[src/rtl/irq_mgr_pkg.sv]
package irq_mgr_pkg;
    localparam int NUM_LEVELS   = 7;
    localparam int LVL_W        = $clog2(NUM_LEVELS + 1);
    localparam int SR_W         = 16;
    localparam int MASK_LSB     = 8;
    localparam int HBL_LEVEL    = 2;
    localparam int VBL_LEVEL    = 4;
    localparam int SHARED_LEVEL = 6;
    localparam int TOP_LEVEL    = NUM_LEVELS;
    localparam int EXC_BASE     = 24;
    localparam int EXC_W        = $clog2(EXC_BASE + NUM_LEVELS + 1);
endpackage

[src/rtl/irq_pend_latch.sv]
module irq_pend_latch #(
    parameter int NUM_LEVELS   = irq_mgr_pkg::NUM_LEVELS,
    parameter int LVL_W        = irq_mgr_pkg::LVL_W,
    parameter int HBL_LEVEL    = irq_mgr_pkg::HBL_LEVEL,
    parameter int VBL_LEVEL    = irq_mgr_pkg::VBL_LEVEL,
    parameter int SHARED_LEVEL = irq_mgr_pkg::SHARED_LEVEL
) (
    input  logic                  clk,
    input  logic                  rst_n,
    input  logic                  hbl_pulse,
    input  logic                  vbl_pulse,
    input  logic                  dev_a,
    input  logic                  dev_b,
    input  logic                  ack_valid,
    input  logic [LVL_W-1:0]      ack_level,
    output logic [NUM_LEVELS-1:0] pend_o
);
    typedef struct packed {
        logic [NUM_LEVELS-1:0] pend;
    } pend_state_t;

    pend_state_t st_d, st_q;

    always_comb begin
        st_d = st_q;
        for (int lvl = 1; lvl <= NUM_LEVELS; lvl++) begin
            if (lvl == SHARED_LEVEL) begin
                // shared level mirrors its device lines every cycle
                st_d.pend[lvl-1] = dev_a | dev_b;
            end else begin
                if (ack_valid && ack_level == LVL_W'(lvl))
                    st_d.pend[lvl-1] = 1'b0;
                // a fresh event outranks a same-cycle acknowledge
                if ((lvl == HBL_LEVEL && hbl_pulse) || (lvl == VBL_LEVEL && vbl_pulse))
                    st_d.pend[lvl-1] = 1'b1;
            end
        end
    end

    always_ff @(posedge clk) begin
        if (!rst_n) st_q <= '0;
        else        st_q <= st_d;
    end

    assign pend_o = st_q.pend;

    // a latched blank request survives until its own acknowledge
    a_r2_hbl_sticky: assert property (@(posedge clk) disable iff (!rst_n)
        (pend_o[HBL_LEVEL-1] && !(ack_valid && ack_level == LVL_W'(HBL_LEVEL)))
        |=> pend_o[HBL_LEVEL-1]);

    // shared level tracks the OR of the device lines
    a_r4_shared_tracks: assert property (@(posedge clk) disable iff (!rst_n)
        1'b1 |=> (pend_o[SHARED_LEVEL-1] == $past(dev_a | dev_b)));

    // event wins over acknowledge of the same level
    a_r10_event_wins: assert property (@(posedge clk) disable iff (!rst_n)
        vbl_pulse |=> pend_o[VBL_LEVEL-1]);
endmodule

[src/rtl/irq_prio_enc.sv]
module irq_prio_enc #(
    parameter int NUM_LEVELS = irq_mgr_pkg::NUM_LEVELS,
    parameter int LVL_W      = irq_mgr_pkg::LVL_W,
    parameter int TOP_LEVEL  = irq_mgr_pkg::TOP_LEVEL,
    parameter int EXC_BASE   = irq_mgr_pkg::EXC_BASE,
    parameter int EXC_W      = irq_mgr_pkg::EXC_W
) (
    input  logic [NUM_LEVELS-1:0] pend,
    input  logic [LVL_W-1:0]      mask,
    output logic                  req,
    output logic [LVL_W-1:0]      level,
    output logic [EXC_W-1:0]      excnum
);
    logic [NUM_LEVELS-1:0] elig;

    // a level qualifies when it sits above the mask; the top level ignores the mask
    for (genvar g = 1; g <= NUM_LEVELS; g++) begin : g_elig
        assign elig[g-1] = pend[g-1] && ((LVL_W'(g) > mask) || (g == TOP_LEVEL));
    end

    always_comb begin
        level = '0;
        for (int lvl = 1; lvl <= NUM_LEVELS; lvl++) begin
            if (elig[lvl-1]) level = LVL_W'(lvl);
        end
    end

    assign req    = |elig;
    assign excnum = req ? (EXC_W'(EXC_BASE) + EXC_W'(level)) : '0;
endmodule

[src/rtl/irq_status_ctl.sv]
module irq_status_ctl #(
    parameter int LVL_W        = irq_mgr_pkg::LVL_W,
    parameter int SR_W         = irq_mgr_pkg::SR_W,
    parameter int MASK_LSB     = irq_mgr_pkg::MASK_LSB,
    parameter int SHARED_LEVEL = irq_mgr_pkg::SHARED_LEVEL,
    parameter int TOP_LEVEL    = irq_mgr_pkg::TOP_LEVEL
) (
    input  logic             clk,
    input  logic             rst_n,
    input  logic             wr_en,
    input  logic [SR_W-1:0]  wr_data,
    input  logic             stop_req,
    input  logic             take_valid,
    input  logic [LVL_W-1:0] take_level,
    output logic [SR_W-1:0]  sr_o,
    output logic             stopped_o
);
    localparam logic [SR_W-1:0] SR_RESET = SR_W'(TOP_LEVEL) << MASK_LSB;

    typedef struct packed {
        logic [SR_W-1:0] sr;
        logic            stopped;
    } stat_state_t;

    stat_state_t st_d, st_q;

    always_comb begin
        st_d = st_q;
        if (wr_en) st_d.sr = wr_data;
        if (take_valid && take_level == LVL_W'(SHARED_LEVEL))
            st_d.sr[MASK_LSB +: LVL_W] = LVL_W'(SHARED_LEVEL);
        if (stop_req)   st_d.stopped = 1'b1;
        if (take_valid) st_d.stopped = 1'b0;
    end

    always_ff @(posedge clk) begin
        if (!rst_n) begin
            st_q.sr      <= SR_RESET;
            st_q.stopped <= 1'b0;
        end else begin
            st_q <= st_d;
        end
    end

    assign sr_o      = st_q.sr;
    assign stopped_o = st_q.stopped;

    // taking the shared level raises the mask to that level
    a_r6_mask_raised: assert property (@(posedge clk) disable iff (!rst_n)
        (take_valid && take_level == LVL_W'(SHARED_LEVEL))
        |=> (sr_o[MASK_LSB +: LVL_W] == LVL_W'(SHARED_LEVEL)));

    // an interrupt taken always leaves the stopped state
    a_r9_wake: assert property (@(posedge clk) disable iff (!rst_n)
        take_valid |=> !stopped_o);
endmodule

[src/rtl/irq_level_mgr.sv]
module irq_level_mgr #(
    parameter int NUM_LEVELS   = irq_mgr_pkg::NUM_LEVELS,
    parameter int LVL_W        = irq_mgr_pkg::LVL_W,
    parameter int SR_W         = irq_mgr_pkg::SR_W,
    parameter int MASK_LSB     = irq_mgr_pkg::MASK_LSB,
    parameter int EXC_W        = irq_mgr_pkg::EXC_W
) (
    input  logic                  clk,
    input  logic                  rst_n,
    input  logic                  hblank_pulse,
    input  logic                  vblank_pulse,
    input  logic                  dev_a_req,
    input  logic                  dev_b_req,
    input  logic                  ack_valid,
    input  logic [LVL_W-1:0]      ack_level,
    input  logic                  sr_wr_en,
    input  logic [SR_W-1:0]       sr_wr_data,
    input  logic                  stop_req,
    output logic [NUM_LEVELS-1:0] pending_levels,
    output logic                  irq_req,
    output logic [LVL_W-1:0]      irq_level,
    output logic [EXC_W-1:0]      irq_excnum,
    output logic [SR_W-1:0]       sr_value,
    output logic                  cpu_stopped
);
    localparam int TOP = irq_mgr_pkg::TOP_LEVEL;

    logic [LVL_W-1:0] cur_mask;

    irq_pend_latch #(.NUM_LEVELS(NUM_LEVELS), .LVL_W(LVL_W)) u_pend (
        .clk       (clk),
        .rst_n     (rst_n),
        .hbl_pulse (hblank_pulse),
        .vbl_pulse (vblank_pulse),
        .dev_a     (dev_a_req),
        .dev_b     (dev_b_req),
        .ack_valid (ack_valid),
        .ack_level (ack_level),
        .pend_o    (pending_levels)
    );

    irq_status_ctl #(.LVL_W(LVL_W), .SR_W(SR_W), .MASK_LSB(MASK_LSB)) u_stat (
        .clk        (clk),
        .rst_n      (rst_n),
        .wr_en      (sr_wr_en),
        .wr_data    (sr_wr_data),
        .stop_req   (stop_req),
        .take_valid (ack_valid),
        .take_level (ack_level),
        .sr_o       (sr_value),
        .stopped_o  (cpu_stopped)
    );

    assign cur_mask = sr_value[MASK_LSB +: LVL_W];

    irq_prio_enc #(.NUM_LEVELS(NUM_LEVELS), .LVL_W(LVL_W), .EXC_W(EXC_W)) u_enc (
        .pend   (pending_levels),
        .mask   (cur_mask),
        .req    (irq_req),
        .level  (irq_level),
        .excnum (irq_excnum)
    );

    // a presented level is pending and above the mask
    a_r7_level_valid: assert property (@(posedge clk) disable iff (!rst_n)
        irq_req |-> (irq_level != '0) && pending_levels[irq_level - 1'b1]
                    && ((irq_level > cur_mask) || (irq_level == LVL_W'(TOP))));

    // an empty pending set never raises a request
    a_r8_quiet_empty: assert property (@(posedge clk) disable iff (!rst_n)
        (pending_levels == '0) |-> (!irq_req && irq_excnum == '0));
endmodule

[config.mk]
export PLATFORM = sky130hd
export DESIGN_NAME = irq_level_mgr
export DESIGN_NICKNAME = d
export VERILOG_FILES = /design/src/rtl/irq_mgr_pkg.sv /design/src/rtl/irq_pend_latch.sv /design/src/rtl/irq_prio_enc.sv /design/src/rtl/irq_status_ctl.sv /design/src/rtl/irq_level_mgr.sv
export SDC_FILE = /design/constraint.sdc
export NUM_CORES = 1
export LEC_CHECK = 0
export ABC_AREA = 1
export BUFFER_PORTS_ARGS = -buffer_cell sky130_fd_sc_hd__clkbuf_2
export CELL_PAD_IN_SITES_DETAIL_PLACEMENT = 1
export CELL_PAD_IN_SITES_GLOBAL_PLACEMENT = 1
export CORE_AREA = 4 4 66 68
export DETAILED_ROUTE_END_ITERATION = 12
export DIE_AREA = 0 0 70 72
export GPL_TIMING_DRIVEN = 0
export HOLD_SLACK_MARGIN = 0.02
export PLACE_DENSITY_LB_ADDON = 0.1
export SLEW_MARGIN = 10
export SYNTH_ARGS = -nofsm -noshare
export SYNTH_HDL_FRONTEND = slang
export SYNTH_HIERARCHICAL = 1
export SYNTH_SLANG_ARGS = --single-unit
[constraint.sdc]
create_clock -name clk -period 1.6 [get_ports clk]
set_input_delay 0.32 -clock clk [delete_from_list [all_inputs] [get_ports clk]]
set_output_delay 0.32 -clock clk [all_outputs]
set_load 0.02 [all_outputs]
Word level (Yosys, flattened, before mapping)
Index checks and enable logic that the tools add are counted.

Latch bits: 0. ROM bits: 0. Word-level logic and storage cells: 38. Memories kept: 0. Input port bits: 28. Bits in writable memories: 0. Register bits: 20.

Magnitude comparators: 3. Equal/unequal tests: 3. Bitwise operators: 2. Muxes and demuxes: 10. Add/subtract/negate cells: 1. Divide/modulo/power cells: 0. Shift operators: 0. Multiply operators: 0. Reductions and logical operators: 12.

Operators by type and width (count): $mux 9 (1); $eq 3x3->1 const B (2); $gt 3x3->1 const A (2); $logic_and 1x1->1 (6); $mux 3 (2); $reduce_bool 2->1 (3); $add 4x4->5 const A (1); $mux 1 (5); $mux 5 (1); $reduce_or 2->1 (2); $eq 3x2->1 const B (1); $gt 2x3->1 const A (1); $reduce_or 3->1 (1); $mux 2 (1); $not 1->1 (1); $or 1x1->1 (1).

Logic depth before layout (Yosys ltp)
Gate-level depths: netlist of the first run.

Depth in word-level cells: 7. Gate-level depth with buffers: 9.

Cells and area by module
Netlist of the first run, hierarchy kept.

By module, submodules not included: irq_status_ctl (area an instance 624.3 sq um, cells an instance 84, instances 1); irq_pend_latch (area an instance 160.2 sq um, cells an instance 25, instances 1); irq_prio_enc (area an instance 158.9 sq um, cells an instance 33, instances 1).

Worst setup path before layout of the first run
OpenSTA, ideal clock, no wires.

Path kind: register -> output. From: register u_stat.st_q (netlist bit u_stat/sr_o[10]). To: output irq_excnum[3]. Cell stages (with the launch flop): 7. Arrival time: 1304 ps. Setup slack: -24 ps. Path through: dfxtp_1 > nand2_1 > nand2_1 > nand2_2 > nor2_2 > nand2_1 > buf_4.

Elaborated cells between the ends (all ways): 12. Those cells by class: 1 x add/sub; 3 x order compare; 4 x mux; 4 x reduce/logical.

RTL lines: start: declaration (line irq_status_ctl.sv:25) `stat_state_t st_d, st_q;`; start signal: assignment (line irq_status_ctl.sv:41) `st_q <= st_d;`; $gt 2x3->1 or $gt 3x3->1 (tied branches) (line irq_prio_enc.sv:18) `assign elig[g-1] = pend[g-1] && ((LVL_W'(g) > mask) || (g == TOP_LEVEL));`; $logic_and 1x1->1 (line irq_prio_enc.sv:18); $reduce_or 3->1 (*) (line irq_prio_enc.sv:28) `assign req = |elig;`; via irq_req (line irq_level_mgr.sv:20) `output logic irq_req,`; $mux 5 (*) (line irq_prio_enc.sv:29) `assign excnum = req ? (EXC_W'(EXC_BASE) + EXC_W'(level)) : '0;`; end: declaration (line irq_level_mgr.sv:22) `output logic [EXC_W-1:0] irq_excnum,`.

The timed path passes the listed nets; every way through them passes the cells marked *.

Worst setup path after layout of the first run
From: register u_stat.st_q (netlist bit u_stat/sr_o[10]). To: output irq_excnum[3].

Cells in the longest elaborated chain, start to end: 7. Elaborated cells between the ends (all ways): 12. Those cells by class: 1 x add/sub; 3 x order compare; 4 x mux; 4 x reduce/logical.

RTL lines: $gt 2x3->1 (line irq_prio_enc.sv:18); $logic_and 1x1->1 (line irq_prio_enc.sv:18); $mux 2 (line irq_prio_enc.sv:24) `if (elig[lvl-1]) level = LVL_W'(lvl);`; $mux 3 (2 in a row) (line irq_prio_enc.sv:24); $add 4x4->5 (line irq_prio_enc.sv:29); $mux 5 (*) (line irq_prio_enc.sv:29).

Every way passes the cells marked *; elsewhere a longest branch is shown, timed or not.

==> results.md, run 1 <==
* Result of the run: complete, no violations
* Ant diodes at 0
* Worst path arrival time at 1270 ps
* Crit path max fanout at 5
* CTS max path bufs at 2
* Starting density of the core at 24.46%
* Standard cell with the maximum stage delay on the critical path: dfxtp_4
* Die area at 5040 um^2
* Crit path time final at 1593 ps
* Most frequently used cell type in the post-synthesis netlist: nand2_1
* Cell type with the highest occurrence count on the critical path: nand2_2
* Maximum vdd ir drop at 0.4089 mV
* WP data required at 1280 ps
* Wirelength, routed at 3002 um
* X dimension of the die at 70 um
* Met2 track utilization from global routing at 23.92%
* Sequential area share after synthesis at 42.44%
* Total standard cell area after synthesis at 943.4 um^2
* Number of flops mapped to enable cells by yosys at 0
* Critical Path, Cell by Cell: inv_2 -> nand2_2 -> nand2_2 -> nor2_4 -> nand2_2 -> buf_6 -> buf_8
* Number of pins with negative max-slew slack in the final report at 0
* Seq cells post-synth at 20
* Filler instances at 518
* Gpl congestion at 0.7238
* Hold/Removal Path Class: input port to flip-flop
* F_max at 627.9 MHz
* Crit end category: output pin
* Clock tree sinks at 20
* Number of nets at the end of the flow at 238
* Starting DRC count in detailed routing at 9
* Leading post-synthesis cells by cell area: dfxtp_1 42%, nand2_1 14%, nor2_1 13%
* Number of input and output port buffers inserted at 54
* Critical path startpoint category: flip-flop
* Cell accounting for the most synthesized area: dfxtp_1
* Count of placed standard cells including taps at 249
* All-Layer GR Usage at 12.10%
* Top-level I/O count at 61
* Largest stage delay on the critical path at 400 ps
* Predominant post-synthesis flop cell: dfxtp_1
* Final Non-Filler Cells at 258
* Worst Path Class, Setup: flip-flop to output pin
* Pre-CTS WS at 106.9 ps
* Max H-tree Level at 1
* Most frequent cells after synthesis: 34 x nand2_1, 33 x nor2_1, 20 x dfxtp_1
* Final hold viol count at 0
* Setup Total Neg Slack at 0 ps
* Unrepaired setup endpoints after global routing: yes
* Iteration count of the initial detailed-routing pass at 4
* Core Rows at 23
* Ys Warns at 6
* Maximum number of pins on one net before global-route repair at 11
* Via count of the first global-routing pass at 1187
* Count of nets left with antenna violations after detail routing at 0
* Vertical die dimension at 72 um
* Smallest setup slack after layout at 7.270 ps
* Final core occ at 38.12%
* Share of async-settable or async-resettable flops after synthesis at 0%
* Most heavily used metal layer in global routing: met2
* Insertion delay of the later-clocked pin in the worst-skew pair at 240 ps
* Routed wire per std cell at 11.64 um
* Average cell area after synthesis at 6.644 um^2
* Met3 usage in global routing at 2.909%
* TritonCTS clock tree: yes
* Antenna violations before repair at 0
* Gate Count Post-Synth at 142
* Clock slew at reported path FFs at 70 ps
* Synth top area share at 42.44%
* First-pass GRT wire length at 5043 um
* Layout cells sized above 1 at 42.31%
* Total gr overflow at 0
* CTS hold repair buffers at 0
* Root buffer selected by CTS: clkbuf_8
* Post-route fraction of the period consumed by the critical path at 99.55%
* Met1 GRT Util at 13.00%
* Pwr Density at 821.6 nW/um^2
* DRC violations left at 0
* Total vias in the final route at 1081
* Vias per Instance at 4.190
* Core outline area at 3856 um^2
* Final worst clock skew at 0 ps
* Layout-stage area growth over the synthesis result at 55.84%
* Final Power at 0.001208 W
* Setup violation total in the final timing report at 0
* Max Cap Violations at 0
* Distinct cell type count after synthesis at 17
* Leakage at 0.8486 nW
* HPWL after DPL at 2435 um
* Number of buffers added by the clock tree synthesis step at 3
-- registers in the layout, summed over array words and instances, names as in the netlist --
register,cells
u_pend/pend_o,3
u_stat/stopped_o,1
u_stat/sr_o,16
-- cells by family (layout without fill, tap and decap cells) --
family                 after synthesis  count (layout)  synth area share, %
other                                1               4               0.3975
buffers and inverters               27              90                14.46
AND/OR/NAND/NOR                     75              75                31.83
AO/OA/AOI/OAI                       19              19                10.88
flip-flops                          20              20                42.44
-- placed cells by master (no fill, tap or decap) --
cell type,n
inv_2,2
buf_4,12
inv_1,16
clkbuf_2,49
conb_1,4
clkbuf_8,3
a21oi_2,1
buf_8,2
o21ai_0,10
nand2_2,5
nand3_2,1
nand2_1,27
a31o_1,2
nand2_4,3
dfxtp_1,18
buf_2,1
nor2_4,2
buf_6,5
o21ai_1,4
nor2_1,33
nand3_1,4
a21oi_1,2
dfxtp_4,2
-- power breakdown --
| part | switching (W) | internal (W) |
|---|---|---|
| Sequential | 0.0000264 | 0.000531 |
| Clock | 0.000151 | 0.000167 |
| Combinational | 0.000193 | 0.000140 |
| Total | 0.000370 | 0.000837 |
-- through the flow --
stage	hold WS [ps]	cell area (um^2)
after floorplan	392.4	957.2
after global placement	471.5	1290
after detailed placement	481.8	1290
after CTS	259.7	1435
after global routing	272.7	1470
final	264.6	1470
-- worst paths after layout --
check,endpoint,slack [ps],depth (start not counted),from
hold reg to reg,u_stat/sr_o[12],490,2,u_stat/sr_o[12]
setup / recovery,irq_excnum[3],7,7,u_stat/sr_o[10]
hold / removal,u_stat/stopped_o,260,2,ack_valid
setup reg to reg,u_stat/sr_o[10],760,5,u_stat/sr_o[10]
-- critical path, delay by kind of cell (launching register included) --
family	cells	cell delay, ps
flip-flops	1	400
AND/OR/NAND/NOR	4	330
buffers and inverters	3	300
-- layout make-up --
class,instances,area (um^2),area share (%)
multi-input combinational,98,464.2,31.57
tap,50,62.56,4.255
clock buffer,3,41.29,2.809
buffer,9,76.32,5.191
sequential,20,407.9,27.74
inverter,18,67.56,4.596
timing repair buffer,60,350.3,23.83
-- metal layers --
metal,share of wire [%],vias to the layer above
met5,0,-
met4,0.47,0
met3,4.6,2
met2,53,31
met1,42,495
li1,-,553
-- repair_timing --
item | 4_1_cts | 5_1_grt
buffers inserted | 5 | 1
gates cloned | 0 | 0
pin swaps | 6 | 2
endpoints found under the setup margin | 3 | 6
resized for setup | 19 | 13
(Power assumes the default switching activity.)
==> run 2: changes to the inputs <==
Settings changed: CORE_AREA 4 4 66 68 to 4 4 77 58, DIE_AREA 0 0 70 72 to 0 0 81 62.
==> run 2 against run 1 <==
  * The run now ends with negative setup slack left
  * Sequential power about the same
  * Hold slack better by 0.57 ps
  * Critical path depth is the same
  * Final area is 0.43% higher
  * Utilization up 1.2 points
  * Register-to-register slack improved by 100 ps
  * Clock skew unchanged
  * Fmax is 1.8% lower
  * Total power increased by 5.2%
  * Global-route usage shrank 0.25 points
  * Final cell count increased by 0.78%
==> results.md, run 2 (synthesis gave the netlist of run 1 again) <==
* Result of the run: complete, but fails checks (was complete, no violations)
* Failing checks: negative setup slack
* Count of nets left with antenna violations after detail routing at 0 (unchanged)
* Number of pins with negative max-slew slack in the final report at 0 (unchanged)
* Setup slack, reg-to-reg at 860 ps (was 760 ps)
* Smallest setup slack after layout at -22.54 ps (was 7.270 ps)
* Gpl congestion at 0.6422 (was 0.7238)
* Worst Path Class, Setup: flip-flop to output pin (unchanged)
* Clock slew at reported path FFs at 70 ps (about the same)
* Unrepaired setup endpoints after global routing: yes (unchanged)
* CTS hold repair buffers at 0 (unchanged)
* Vertical die dimension at 62 um (was 72 um)
* Ant diodes at 0 (unchanged)
* WP data required at 1280 ps (about the same)
* Crit path max fanout at 6 (was 5)
* Maximum vdd ir drop at 0.3437 mV (was 0.4089 mV)
* Max Cap Violations at 0 (unchanged)
* Core Rows at 19 (was 23)
* Highest-count cells in the layout ignoring fill and taps: 49 x clkbuf_2, 33 x nor2_1, 27 x nand2_1 (unchanged)
* Vias per Instance at 4.088 (was 4.190)
* Worst hold slack after final layout at 265.2 ps (was 264.6 ps)
* Wirelength, routed at 3023 um (was 3002 um)
* Top-level I/O count at 61 (unchanged)
* CTS max path bufs at 2 (unchanged)
* Worst path arrival time at 1300 ps (was 1270 ps)
* Final worst clock skew at 0 ps (unchanged)
* Insertion delay of the later-clocked pin in the worst-skew pair at 260 ps (was 240 ps)
* Crit path time final at 1623 ps (was 1593 ps)
* DRC violations left at 0 (unchanged)
* Critical path startpoint category: flip-flop (unchanged)
* Post-route fraction of the period consumed by the critical path at 101.4% (was 99.55%)
* Antenna violations before repair at 0 (unchanged)
* All-Layer GR Usage at 11.85% (was 12.10%)
* Setup violation total in the final timing report at 2 (was 0)
* Hold/Removal Path Class: input port to flip-flop (unchanged)
* X dimension of the die at 81 um (was 70 um)
* Number of input and output port buffers inserted at 54 (unchanged)
* Layout Cell Area excl Fill at 1476 um^2 (was 1470 um^2)
* Number of buffers added by the clock tree synthesis step at 3 (unchanged)
* Die area at 5022 um^2 (was 5040 um^2)
* Routed wire per std cell at 11.63 um (was 11.64 um)
* Layout cells sized above 1 at 42.31% (unchanged)
* Clock tree sinks at 20 (unchanged)
* Via count of the first global-routing pass at 1080 (was 1187)
* TritonCTS clock tree: yes (unchanged)
* Maximum number of pins on one net before global-route repair at 12 (was 11)
* Most frequent standard cell in the layout excluding fill and tap cells: clkbuf_2 (unchanged)
* Starting DRC count in detailed routing at 39 (was 9)
* Pwr Density at 860.7 nW/um^2 (was 821.6 nW/um^2)
* Leakage at 0.8564 nW (was 0.8486 nW)
* Total gr overflow at 0 (unchanged)
* Layout-stage area growth over the synthesis result at 56.50% (was 55.84%)
* Max H-tree Level at 1 (unchanged)
* First-pass GRT wire length at 4623 um (was 5043 um)
* HPWL after DPL at 2349 um (was 2435 um)
* Number of flip-flops under the largest register name at 16 (unchanged)
* Starting density of the core at 25.12% (was 24.46%)
* Cell area after placement at 1292 um^2 (was 1290 um^2)
* Iteration count of the initial detailed-routing pass at 4 (unchanged)
* Final hold viol count at 0 (unchanged)
* Core outline area at 3756 um^2 (was 3856 um^2)
* Total vias in the final route at 1063 (was 1081)
* Number of nets at the end of the flow at 237 (was 238)
* F_max at 616.3 MHz (was 627.9 MHz)
* Root buffer selected by CTS: clkbuf_8 (unchanged)
* Crit end category: output pin (unchanged)
[run 2: cell types whose count changed in the layout (fill, tap and decap cells not counted), sizes merged]
cell    before  now
buf         20   18
clkbuf      52   54
[run 2: critical path: stages, from the launching register on]
cell and delay [ps]:
dfxtp_4 420, inv_4 50, nand2_4 80, nand2_4 60, nor2_4 120, nand2_2 80, buf_6 120, buf_6 120
[run 2: through the flow]
step,worst slack (ps),setup TNS (ps),power [W],cells,util (%)
floorplan,100.9,0,0.0007444,145,-
global placement,117.8,0,0.0008476,251,34.41
detailed placement,102.5,0,0.0008569,251,34.41
CTS,-134.3,-283.1,0.001262,256,36.54
global route,-97.33,-404.4,0.001353,260,39.31
finish,-22.54,-45.08,0.001271,260,39.31
[run 2: cell type report]
class                      count  area, um^2
fill                         514        2280
multi-input combinational     98       474.2
sequential                    20       407.9
timing repair buffer          59       327.8
buffer                         9       76.32
inverter                      18       70.07
tap                           52       65.06
clock buffer                   4       55.05
[run 2: metal layers]
layer | track usage (%) | part of all wire [%]
met5 | 0 | 0
met4 | 2.169 | 0.43
met3 | 4.755 | 9.1
met2 | 20.00 | 49
met1 | 14.61 | 41
[run 2: path summary, 6_finish.rpt]
kind,start,endpoint,depth (start not counted)
max,u_stat/sr_o[10],irq_excnum[3],7
min,dev_a_req,u_pend/pend_o[5],3
max reg2reg,u_stat/sr_o[10],u_stat/sr_o[10],4
min reg2reg,u_stat/sr_o[2],u_stat/sr_o[2],2
[run 2: power by group]
| part | internal, W | total [W] | switching, W | leakage (nW) |
|---|---|---|---|---|
| clock | 0.000219 | 0.000385 | 0.000166 | 0.0288 |
| sequential | 0.000531 | 0.000558 | 0.0000279 | 0.166 |
| combinational | 0.000136 | 0.000327 | 0.000191 | 0.661 |
| total | 0.000886 | 0.00127 | 0.000385 | 0.856 |
[run 2: what timing repair did]
item                       in CTS  in global routing
setup endpoints to repair       5                  7
resized for setup               6                 25
setup buffers                   1                  4
pin swaps                       0                  5
==> run 3: changes to the inputs <==
--- a/config.mk
+++ b/config.mk
@@ -11,5 +11,5 @@
 export CELL_PAD_IN_SITES_GLOBAL_PLACEMENT = 1
-export CORE_AREA = 4 4 77 58
+export CORE_AREA = 4 4 75 56
 export DETAILED_ROUTE_END_ITERATION = 12
-export DIE_AREA = 0 0 81 62
+export DIE_AREA = 0 0 79 60
 export GPL_TIMING_DRIVEN = 0
==> constraint.sdc (replaced) <==
create_clock -name clk -period 1.9 [get_ports clk]
set_input_delay 0 -clock clk [delete_from_list [all_inputs] [get_ports clk]]
set_output_delay 0 -clock clk [all_outputs]
set_load 0.02 [all_outputs]
==> run 3 against run 2 <==
  * The run now ends clean
  * Clock power fell by 28%
  * Sequential cell count unchanged
  * Setup slack better by 380 ps
  * Sequential share of layout area shrank 1.3 points
  * Die area decreased by 5.6%
  * Via count rose by 5.7%
  * Final cell count rose by 4.2%
==> results.md, run 3 (synthesis gave the netlist of run 1 again) <==
* Result of the run: complete, no violations (was complete, but fails checks)
* Maximum vdd ir drop at 0.3599 mV (was 0.3437 mV)
* Final Power at 0.001020 W (was 0.001271 W)
* DRC violations left at 0 (unchanged)
* Number of flip-flops under the largest register name at 16 (unchanged)
* Number of input and output port buffers inserted at 54 (unchanged)
* Insertion delay of the later-clocked pin in the worst-skew pair at 250 ps (was 260 ps)
* Vertical die dimension at 60 um (was 62 um)
* Core Rows at 18 (was 19)
* Number of buffers added by the clock tree synthesis step at 3 (unchanged)
* Antenna violations before repair at 0 (unchanged)
* Root buffer selected by CTS: clkbuf_8 (unchanged)
* Max H-tree Level at 1 (unchanged)
* Postcts setup bufs at 0 (was 1)
* Critical Path, Cell by Cell: nand2_1 -> nand2_1 -> nand2_2 -> nor2_2 -> nand2_1 -> buf_4 -> clkbuf_2 (was inv_4 -> nand2_4 -> nand2_4 -> nor2_4 -> nand2_2 -> buf_6 -> buf_6)
* Worst hold slack after final layout at 45.69 ps (was 265.2 ps)
* Max Cap Violations at 0 (unchanged)
* Crit path max fanout at 6 (unchanged)
* Setup Total Neg Slack at 0 ps (was -45.08 ps)
* Core outline area at 3468 um^2 (was 3756 um^2)
* Setup violation total in the final timing report at 0 (was 2)
* Final Non-Filler Cells at 271 (was 260)
* Layout cells sized above 1 at 32.13% (was 42.31%)
* Worst path arrival time at 1550 ps (was 1300 ps)
* CTS max path bufs at 2 (unchanged)
* Largest stage delay on the critical path at 440 ps (was 420 ps)
* Crit path time final at 1546 ps
* Starting density of the core at 27.20% (was 25.12%)
* All-Layer GR Usage at 14.30% (was 11.85%)
* Final hold viol count at 0 (unchanged)
* Crit end category: output pin (unchanged)
* Most frequent standard cell in the layout excluding fill and tap cells: clkbuf_2 (unchanged)
* Wirelength, routed at 3225 um (was 3023 um)
* Leakage at 0.8762 nW (was 0.8564 nW)
* Post-route fraction of the period consumed by the critical path at 81.37%
* X dimension of the die at 79 um (was 81 um)
* Count of placed standard cells including taps at 249 (was 251)
* Layout-stage area growth over the synthesis result at 61.01% (was 56.50%)
* Top-level I/O count at 61 (unchanged)
* Die area at 4740 um^2 (was 5022 um^2)
* Iteration count of the initial detailed-routing pass at 4 (unchanged)
* FF/Latch Area at 400.4 um^2 (was 407.9 um^2)
* HPWL after DPL at 2380 um (was 2349 um)
* F_max at 646.8 MHz
* WP data required at 1900 ps (was 1280 ps)
* Ant diodes at 0 (unchanged)
* Total vias in the final route at 1124 (was 1063)
* Area used by multi-input combinational logic at 417.9 um^2 (was 474.2 um^2)
* Clock tree sinks at 20 (unchanged)
* Gpl congestion at 0.7557 (was 0.6422)
* Worst Path Class, Setup: flip-flop to output pin (unchanged)
* Total gr overflow at 0 (unchanged)
* TritonCTS clock tree: yes (unchanged)
* Cell area after placement at 1287 um^2 (was 1292 um^2)
* Via count of the first global-routing pass at 1214 (was 1080)
* Number of nets at the end of the flow at 251 (was 237)
* Maximum number of pins on one net before global-route repair at 11 (was 12)
* Layout Cell Area excl Fill at 1519 um^2 (was 1476 um^2)
* Count of nets left with antenna violations after detail routing at 0 (unchanged)
* Setup slack, reg-to-reg at 700 ps (was 860 ps)
* Starting DRC count in detailed routing at 46 (was 39)
* Filler instances at 463 (was 514)
* Final worst clock skew at 0 ps (unchanged)
* Clock slew at reported path FFs at 80 ps (was 70 ps)
* Unrepaired setup endpoints after global routing: no (was yes)
* First-pass GRT wire length at 5306 um (was 4623 um)
* Vias per Instance at 4.148 (was 4.088)
* Number of pins with negative max-slew slack in the final report at 0 (unchanged)
* Critical path startpoint category: flip-flop (unchanged)
* Cell type with the highest occurrence count on the critical path: nand2_1
* Routed wire per std cell at 11.90 um (was 11.63 um)
* Highest-count cells in the layout ignoring fill and taps: 54 x clkbuf_2, 34 x nand2_1, 33 x nor2_1 (was 49 x clkbuf_2, 33 x nor2_1, 27 x nand2_1)
* Hold/Removal Path Class: input port to flip-flop (unchanged)
* Pwr Density at 671.2 nW/um^2 (was 860.7 nW/um^2)
* Standard cell with the maximum stage delay on the critical path: dfxtp_1 (was dfxtp_4)
## run 3: cell types whose count changed in the layout (fill, tap and decap cells not counted), moves of 4 or more
cell           before  now
buf_4              12    7
buf_6               5    1
clkbuf_2           49   54
dlygate4sd3_1       0   19
nand2_1            27   34
nand2_4             5    0
## run 3: repair_timing
item | 4_1_cts | 5_1_grt
hold buffers | 19 | 0
endpoints found under the hold margin | 17 | 0
gates resized for setup | 0 | 0
## run 3: per-layer routing
metal / vias up / global-route usage [%] / part of all wire [%] / wire length (um)
li1: 580 / - / - / -
met1: 506 / 16.26 / 42 / 1357
met2: 34 / 26.14 / 50 / 1618
met3: 4 / 4.518 / 6.4 / 207
met4: 0 / 3.922 / 1.3 / 41
met5: - / 0 / 0 / 0
## run 3: where the power goes
part	total [W]	internal [W]	switching (W)
sequential	0.000467	0.000448	0.0000192
clock	0.000276	0.000141	0.000135
combinational	0.000277	0.000116	0.000161
## run 3: area by class of cell
cell class / count / area share (%)
Clock buffer: 3 / 2.718
Sequential cell: 20 / 26.36
Buffer: 9 / 4.530
Multi-Input combinational cell: 98 / 27.51
Timing Repair Buffer: 73 / 30.31
Inverter: 18 / 4.448
Tap cell: 50 / 4.119
## run 3: path summary, 6_finish.rpt
path                         start                to  cells after the start
setup / recovery   u_stat/sr_o[10]     irq_excnum[3]                      7
hold / removal       sr_wr_data[9]    u_stat/sr_o[9]                      5
setup reg to reg  u_stat/stopped_o  u_stat/stopped_o                      3
hold reg to reg     u_stat/sr_o[1]    u_stat/sr_o[1]                      2
## run 3: critical path: cells and delay by family, from the launching register on
| kind | cells | cell delay, ps |
|---|---|---|
| buffers and inverters | 2 | 290 |
| flip-flops | 1 | 440 |
| AND/OR/NAND/NOR | 5 | 560 |
## run 3: stage by stage
| stage | setup WS, ps | utilization [%] |
|---|---|---|
| finish | 354.0 | 43.80 |
| CTS | 327.4 | 43.80 |
| global placement | 623.0 | 37.12 |
| detailed placement | 618.6 | 37.12 |
| floorplan | 596.4 | - |
| global route | 202.5 | 43.80 |
